==> src/rtl/hmc_pkg.sv <==
// Shared widths and the per-set configuration record for the header
// pattern match classifier.
package hmc_pkg;
    localparam int HW_W  = 16;          // compared halfword width
    localparam int OFF_W = 5;           // halfword offset width
    localparam int IDX_W = OFF_W + 1;   // byte index within the window

    typedef struct packed {
        logic [HW_W-1:0]  pattern;
        logic [HW_W-1:0]  mask;
        logic [OFF_W-1:0] offset;
        logic             le;
    } set_cfg_t;
endpackage

==> src/rtl/hmc_byte_tracker.sv <==
// Byte position tracker. Numbers the beats of a frame inside the
// inspection window and raises a registered end-of-window pulse after the
// last inspected beat.
// Assumes: one byte per valid beat; rx_sop marks byte 0; the window is
// 2**IDX_W bytes long.
module hmc_byte_tracker #(
    parameter int IDX_W = hmc_pkg::IDX_W
) (
    input  logic             clk,
    input  logic             rst_n,
    input  logic             rx_valid,
    input  logic             rx_sop,
    input  logic             rx_eop,
    output logic             byte_hit,
    output logic             pkt_start,
    output logic [IDX_W-1:0] byte_idx,
    output logic             win_end
);
    logic             in_pkt;
    logic [IDX_W-1:0] next_idx;
    logic             last_beat;

    // Beat qualification and current index.
    always_comb begin
        byte_hit  = rx_valid && (rx_sop || in_pkt);
        pkt_start = rx_valid && rx_sop;
        byte_idx  = rx_sop ? '0 : next_idx;
        last_beat = (byte_idx == {IDX_W{1'b1}}) || rx_eop;
    end

    // Window state: open at start, close at byte 63 or end of packet.
    always_ff @(posedge clk) begin
        if (!rst_n) begin
            in_pkt   <= 1'b0;
            next_idx <= '0;
            win_end  <= 1'b0;
        end else begin
            win_end <= byte_hit && last_beat;
            if (byte_hit) begin
                in_pkt   <= !last_beat;
                next_idx <= byte_idx + 1'b1;
            end
        end
    end


    // window_close_chk
    window_close_chk: assert property (@(posedge clk) disable iff (!rst_n)
        (byte_hit && byte_idx == {IDX_W{1'b1}}) |=> (!in_pkt && win_end));
endmodule

==> src/rtl/hmc_cfg_bank.sv <==
// Configuration store. Holds a shadow copy of every programmable set,
// written by the register port, and an active copy reloaded at each
// start-of-packet. eff_cfg is what the beat in flight must use: the
// shadow on the start beat, the active copy otherwise.
// Assumes: a write in the same cycle as a start beat belongs to the
// following frame.
module hmc_cfg_bank
    import hmc_pkg::*;
#(
    parameter int GROUPS = 2,
    parameter int SETS   = 4,
    localparam int GSEL_W = (GROUPS > 1) ? $clog2(GROUPS) : 1,
    localparam int SSEL_W = (SETS > 1) ? $clog2(SETS) : 1,
    localparam int N      = GROUPS * SETS
) (
    input  logic                  clk,
    input  logic                  rst_n,
    input  logic                  cfg_we,
    input  logic [GSEL_W-1:0]     cfg_group,
    input  logic [SSEL_W-1:0]     cfg_set,
    input  logic [HW_W-1:0]       cfg_pattern,
    input  logic [HW_W-1:0]       cfg_mask,
    input  logic [OFF_W-1:0]      cfg_offset,
    input  logic                  cfg_le,
    input  logic                  pkt_start,
    output set_cfg_t [N-1:0]      eff_cfg,
    output set_cfg_t [N-1:0]      act_cfg
);
    set_cfg_t [N-1:0] shadow;

    for (genvar g = 0; g < GROUPS; g++) begin : g_grp
        for (genvar s = 0; s < SETS; s++) begin : g_set
            localparam int K = g * SETS + s;
            wire sel = cfg_we && (cfg_group == GSEL_W'(g)) && (cfg_set == SSEL_W'(s));

            // Shadow register write; compare bit kept only on set 0.
            always_ff @(posedge clk) begin
                if (!rst_n) begin
                    shadow[K] <= '0;
                end else if (sel) begin
                    shadow[K].pattern <= cfg_pattern;
                    shadow[K].mask    <= cfg_mask;
                    shadow[K].offset  <= cfg_offset;
                    shadow[K].le      <= (s == 0) ? cfg_le : 1'b0;
                end
            end

            // Active copy reload at start of frame.
            always_ff @(posedge clk) begin
                if (!rst_n) act_cfg[K] <= '0;
                else if (pkt_start) act_cfg[K] <= shadow[K];
            end

            assign eff_cfg[K] = pkt_start ? shadow[K] : act_cfg[K];


            // cfg_hold_chk
            cfg_hold_chk: assert property (@(posedge clk) disable iff (!rst_n)
                !pkt_start |=> $stable(act_cfg[K]));
        end
    end
endmodule

==> src/rtl/hmc_pattern_set.sv <==
// One programmable pattern set. Captures the two bytes of its selected
// halfword and compares them, under mask, with its pattern. With LE_ABLE
// set, the compare bit selects an unsigned less-or-equal test.
// Assumes: eff_cfg is stable for the beat in flight; act_cfg holds the
// frame's settings until the next start beat.
module hmc_pattern_set
    import hmc_pkg::*;
#(
    parameter bit LE_ABLE = 1'b0
) (
    input  logic             clk,
    input  logic             rst_n,
    input  logic             byte_hit,
    input  logic             pkt_start,
    input  logic [IDX_W-1:0] byte_idx,
    input  logic [7:0]       rx_data,
    input  set_cfg_t         eff_cfg,
    input  set_cfg_t         act_cfg,
    output logic             match
);
    logic [7:0]      hi_q, lo_q;
    logic            got_hi, got_lo;
    logic            hit_hi, hit_lo;
    logic [HW_W-1:0] care, hw;
    logic            eq_ok, le_ok;

    // Halfword byte position decode.
    always_comb begin
        hit_hi = byte_hit && (byte_idx == {eff_cfg.offset, 1'b0});
        hit_lo = byte_hit && (byte_idx == {eff_cfg.offset, 1'b1});
    end

    // Byte capture and arrival flags, cleared at each start beat.
    always_ff @(posedge clk) begin
        if (!rst_n) begin
            hi_q   <= '0;
            lo_q   <= '0;
            got_hi <= 1'b0;
            got_lo <= 1'b0;
        end else begin
            if (pkt_start) begin
                got_hi <= hit_hi;
                got_lo <= 1'b0;
            end else begin
                if (hit_hi) got_hi <= 1'b1;
                if (hit_lo) got_lo <= 1'b1;
            end
            if (hit_hi) hi_q <= rx_data;
            if (hit_lo) lo_q <= rx_data;
        end
    end

    // Masked comparison against the frame's settings.
    always_comb begin
        care  = ~act_cfg.mask;
        hw    = {hi_q, lo_q};
        eq_ok = ((hw ^ act_cfg.pattern) & care) == '0;
        le_ok = (hw & care) <= (act_cfg.pattern & care);
    end

    if (LE_ABLE) begin : g_le
        assign match = got_hi && got_lo && (act_cfg.le ? le_ok : eq_ok);
    end else begin : g_eq
        assign match = got_hi && got_lo && eq_ok;
    end


    // hw_order_chk
    hw_order_chk: assert property (@(posedge clk) disable iff (!rst_n)
        $rose(got_lo) |-> got_hi);
endmodule

==> src/rtl/hmc_ip_detect.sv <==
// Fixed detectors for IPv4 carried in Ethernet II and in LLC/SNAP framing.
// Captures bytes 12 to 21 of the frame and tests them against constants.
// Assumes: same beat qualification as the programmable sets.
module hmc_ip_detect
    import hmc_pkg::*;
#(
    parameter int FIRST_BYTE = 12,
    parameter int NBYTES     = 10,
    parameter logic [15:0] IP_TYPE = 16'h0800,
    parameter int LEN_LIMIT  = 1500,
    parameter logic [47:0] SNAP_HDR = 48'hAAAA_0300_0000
) (
    input  logic             clk,
    input  logic             rst_n,
    input  logic             byte_hit,
    input  logic             pkt_start,
    input  logic [IDX_W-1:0] byte_idx,
    input  logic [7:0]       rx_data,
    output logic             ip_eth2,
    output logic             ip_snap
);
    logic [7:0]        hb [NBYTES];
    logic [NBYTES-1:0] got;

    for (genvar k = 0; k < NBYTES; k++) begin : g_cap
        wire hit = byte_hit && (byte_idx == IDX_W'(FIRST_BYTE + k));
        // Capture one header byte; arrival flag cleared at start.
        always_ff @(posedge clk) begin
            if (!rst_n) begin
                hb[k]  <= '0;
                got[k] <= 1'b0;
            end else begin
                if (pkt_start) got[k] <= hit;
                else if (hit)  got[k] <= 1'b1;
                if (hit) hb[k] <= rx_data;
            end
        end
    end

    // Constant comparisons on the captured header fields.
    always_comb begin
        ip_eth2 = got[0] && got[1] && ({hb[0], hb[1]} == IP_TYPE);
        ip_snap = (&got) && ({hb[0], hb[1]} <= 16'(LEN_LIMIT))
               && ({hb[2], hb[3], hb[4], hb[5], hb[6], hb[7]} == SNAP_HDR)
               && ({hb[8], hb[9]} == IP_TYPE);
    end


    // frame_kind_excl_chk
    frame_kind_excl_chk: assert property (@(posedge clk) disable iff (!rst_n)
        !(ip_eth2 && ip_snap));
endmodule

==> src/rtl/hdr_match_classifier.sv <==
// Header pattern match classifier top. Numbers incoming beats, feeds the
// programmable sets and fixed IP detectors, and latches all flags on one
// done pulse per frame.
// Assumes: byte stream with start/end markers; settings global to all
// frames; results held until the next done.
module hdr_match_classifier
    import hmc_pkg::*;
#(
    parameter int PROG_GROUPS = 2,
    parameter int SETS        = 4,
    localparam int GSEL_W = (PROG_GROUPS > 1) ? $clog2(PROG_GROUPS) : 1,
    localparam int SSEL_W = (SETS > 1) ? $clog2(SETS) : 1,
    localparam int N      = PROG_GROUPS * SETS
) (
    input  logic              clk,
    input  logic              rst_n,
    input  logic              rx_valid,
    input  logic              rx_sop,
    input  logic              rx_eop,
    input  logic [7:0]        rx_data,
    input  logic              cfg_we,
    input  logic [GSEL_W-1:0] cfg_group,
    input  logic [SSEL_W-1:0] cfg_set,
    input  logic [HW_W-1:0]   cfg_pattern,
    input  logic [HW_W-1:0]   cfg_mask,
    input  logic [OFF_W-1:0]  cfg_offset,
    input  logic              cfg_le,
    output logic              res_done,
    output logic [N-1:0]      res_match,
    output logic              res_ip_snap,
    output logic              res_ip_eth2
);
    logic             byte_hit, pkt_start, win_end;
    logic [IDX_W-1:0] byte_idx;
    set_cfg_t [N-1:0] eff_cfg, act_cfg;
    logic [N-1:0]     match;
    logic             ip_eth2, ip_snap;

    hmc_byte_tracker #(.IDX_W(IDX_W)) u_track (
        .clk, .rst_n, .rx_valid, .rx_sop, .rx_eop,
        .byte_hit, .pkt_start, .byte_idx, .win_end
    );

    hmc_cfg_bank #(.GROUPS(PROG_GROUPS), .SETS(SETS)) u_cfg (
        .clk, .rst_n, .cfg_we, .cfg_group, .cfg_set, .cfg_pattern,
        .cfg_mask, .cfg_offset, .cfg_le, .pkt_start, .eff_cfg, .act_cfg
    );

    for (genvar k = 0; k < N; k++) begin : g_set
        hmc_pattern_set #(.LE_ABLE((k % SETS) == 0)) u_set (
            .clk, .rst_n, .byte_hit, .pkt_start, .byte_idx, .rx_data,
            .eff_cfg(eff_cfg[k]), .act_cfg(act_cfg[k]), .match(match[k])
        );
    end

    hmc_ip_detect u_ip (
        .clk, .rst_n, .byte_hit, .pkt_start, .byte_idx, .rx_data,
        .ip_eth2, .ip_snap
    );

    // Result latch and done strobe.
    always_ff @(posedge clk) begin
        if (!rst_n) begin
            res_done    <= 1'b0;
            res_match   <= '0;
            res_ip_snap <= 1'b0;
            res_ip_eth2 <= 1'b0;
        end else begin
            res_done <= win_end;
            if (win_end) begin
                res_match   <= match;
                res_ip_snap <= ip_snap;
                res_ip_eth2 <= ip_eth2;
            end
        end
    end


    // result_hold_chk
    result_hold_chk: assert property (@(posedge clk) disable iff (!rst_n)
        !res_done |-> $stable({res_match, res_ip_snap, res_ip_eth2}));
endmodule

==> config.mk <==
export PLATFORM = sky130hd
export DESIGN_NAME = hdr_match_classifier
export DESIGN_NICKNAME = d
export VERILOG_FILES = /design/src/rtl/hmc_pkg.sv /design/src/rtl/hmc_byte_tracker.sv /design/src/rtl/hmc_cfg_bank.sv /design/src/rtl/hmc_pattern_set.sv /design/src/rtl/hmc_ip_detect.sv /design/src/rtl/hdr_match_classifier.sv
export SDC_FILE = /design/constraint.sdc
export NUM_CORES = 2
export LEC_CHECK = 0
export ABC_AREA = 1
export BUFFER_PORTS_ARGS = -buffer_cell sky130_fd_sc_hd__buf_2
export CAP_MARGIN = 20
export CORE_ASPECT_RATIO = 0.7
export CORE_MARGIN = 3
export CORE_UTILIZATION = 41
export CTS_CLUSTER_SIZE = 8
export DETAILED_ROUTE_END_ITERATION = 10
export PLACE_DENSITY = 0.65
export SETUP_SLACK_MARGIN = 0.2
export SLEW_MARGIN = 20
export SYNTH_ARGS = -nofsm -noshare
export SYNTH_HDL_FRONTEND = slang
export SYNTH_HIERARCHICAL = 1
export SYNTH_SLANG_ARGS = --single-unit
==> constraint.sdc <==
create_clock -name clk -period 5.5 [get_ports clk]
set_input_delay 0.55 -clock clk [delete_from_list [all_inputs] [get_ports clk]]
set_output_delay 0.55 -clock clk [all_outputs]
set_load 0.01 [all_outputs]
==> reports/metrics.csv <==
stage,metric,value,unit
critical_path,WP data arrival,3.45,ns
critical_path,Worst setup EP type,flop,
place,Routability Congestion,0.835,
critical_path,Critical path buffers and inverters,3,
routing,vias post-DR,34000,
routing,DRC Markers,0,
grt,vias in the first global route,30800,
routing,drt first-iter violations,3452,
synthesis,Syn Area/Cell,6.93,um2
routing,Vias/cell,5.04,
routing,post-route ant nets,0,
grt,pin count of the biggest net entering global routing,188,
synthesis,syn nets,5630,
cells_and_area,"leading cell types in the layout, fill and taps excluded","nand2_1, nor2_1, dfxtp_1",
critical_path,crit-path cells,buf_2 -> nand2_4 -> inv_8 -> inv_8 -> nand2_1 -> nand2_1 -> xor2_1 -> nor3b_2 -> nand3_2 -> nand2_1 -> nand2_1 -> nor2_1,
power_and_ir_drop,Lkg Pwr,18.1,nW
run,Max Cap Violations,0,
sta,Final Cycle Share,51.6,%
critical_path,CP most frequent cell,nand2_1,
floorplan,Cell Rows,93,
power_and_ir_drop,pwr dens,337,nW/um2
floorplan,Core Footprint,92400,um2
sta,worst slew pin tran,1.15,ns
grt,grt total ovfl,0,
min_path,hold path cells,4,
critical_path,Worst path slowest cell,inv_8,
critical_path,kind of critical path,in2reg,
grt,Tot GR Track Use,23.6,%
grt,first-pass GRT wire length,179,mm
sta,RSZ-0062 raised after global routing,false,
synthesis,post-synthesis cell count,5542,
sta,post-layout min period,2.84,ns
floorplan,Die Wd,372,um
place,hpwl dp,68.5,mm
critical_path,Crit path depth,12,
critical_path,worst-path maximum fanout,119,
cells_and_area,Util after Layout,45.9,%
cts,clock tree buffer depth,3,
cts,H-tree depth,3,
min_path,min-delay worst type,in2reg,
critical_path,Critical Path RT,6.11,ns
cts,clk slew on worst S/H paths,0.05,ns
critical_path,R2R depth,9,
routing,WL/cell,17.3,um
cells_and_area,"commonest non-fill, non-tap cell in the layout",nand2_1,
sta,fmax,352,MHz
floorplan,die area,97400,um2
critical_path,CP Launch Type,input port,
cells_and_area,antenna fix cells,0,
cells_and_area,fillers,9413,
cells_and_area,Syn-to-layout area delta,10.5,%
cts,post-CTS repair timing setup buffer count,0,
floorplan,Die H,262,um
sta,Slew Limit Fails,0,
cells_and_area,layout cell share with drive strength beyond 1,6.89,%
routing,drt total wl,117,mm
floorplan,initial core utilization,41.6,%
synthesis,Synthesis Warnings,6,
sta,Final Hold Vio Count,0,
sta,Setup TNS Final,0,ns
cts,CTS buffer count,116,
critical_path,CP top delay family,simple AND/OR/NAND/NOR gates,
place,PortBufs,65,
floorplan,num ports,66,
sta,relative max-transition margin,23.3,%
routing,drt pass-1 iters,5,
sta,final count of negative-setup-slack endpoints,0,
power_and_ir_drop,Max VDD drop,0.000232,V
synthesis,Synth Cell Area,38400,um2
sta,Hold Worst Slack,0.227,ns
cts,TritonCTS Sinks,849,
cts,# hold bufs at CTS,0,
critical_path,Worst path max stage delay,0.44,ns
cts,Resized cells post-CTS,0,
grt,initial antenna violation count,6,
cts,"Clk Latency, worst-skew pair",0.68,ns
cts,Root Driver,clkbuf_16,
cts,CTS tree,done,
sta,Clock Skews,0.0367,ns
cells_and_area,nets,5582,
run_status,status,completed,
==> stage by stage <==
stage / instance area (um2) / worst slack (ns) / power (mW) / std cells
after floorplan: 38400 / 2.69 / 7.61 / 5542
after global placement: 39300 / 2.11 / 8.02 / 6609
after detailed placement: 39300 / 2.03 / 8.05 / 6609
after CTS: 42400 / 2.73 / 14.4 / 6750
after global routing: 42400 / 2.34 / 14.9 / 6752
final: 42400 / 2.66 / 14.3 / 6752
==> layout make-up <==
| cell class | instances | area, um2 | area share [%] |
|---|---|---|---|
| clock buffer | 133 | 2990 | 7.04 |
| inverter | 555 | 2120 | 4.99 |
| sequential | 849 | 17800 | 41.9 |
| clock inverter | 8 | 105 | 0.248 |
| multi-input combinational | 3872 | 17200 | 40.5 |
| timing repair buffer | 100 | 701 | 1.65 |
| tap | 1235 | 1550 | 3.64 |
==> worst paths after layout <==
| kind | from | end | slack (ns) |
|---|---|---|---|
| hold / removal | rx_eop | u_track/in_pkt | 0.23 |
| hold reg to reg | u_cfg/shadow[235] | u_cfg/act_cfg[235] | 0.43 |
| setup reg to reg | u_track/next_idx[3] | g_set[0].u_set/lo_q[1] | 2.89 |
| setup / recovery | rx_sop | g_set[0].u_set/lo_q[1] | 2.66 |
==> registers in the layout, summed over array words and instances (netlist names) <==
signal              count
u_track/next_idx        6
u_cfg/shadow          298
g_set.u_set/lo_q       64
res_ip_snap             1
res_ip_eth2             1
res_done                1
u_cfg/act_cfg         298
u_ip/hb                80
res_match               8
u_track/in_pkt          1
g_set.u_set/hi_q       64
u_ip/got               10
u_track/win_end         1
g_set.u_set/got_lo      8
g_set.u_set/got_hi      8
==> power breakdown <==
group / internal [mW] / switching, mW / total, mW / leakage [nW]
Clock: 3.75 / 2.62 / 6.37 / 1.51
Combinational: 0.382 / 1.00 / 1.38 / 9.48
Sequential: 6.45 / 0.114 / 6.56 / 7.06
Total: 10.6 / 3.73 / 14.3 / 18.1
==> worst register-to-register path: cells and delay by family (launching register included) <==
family	cells	cell delay, ns
and+or+nand+nor	6	1.49
buffers and inverters	2	0.51
DFF	1	0.36
AOI/OAI and AO/OA	1	0.21
==> per-layer routing <==
layer,up-vias,track usage [%],part of all wire [%]
li1,17000,-,-
met1,15700,34.4,48
met2,1088,36.4,42
met3,178,3.58,7.6
met4,2,6.28,2.4
met5,-,0,0.0086
No activity file was read; power rests on OpenSTA's default activity.
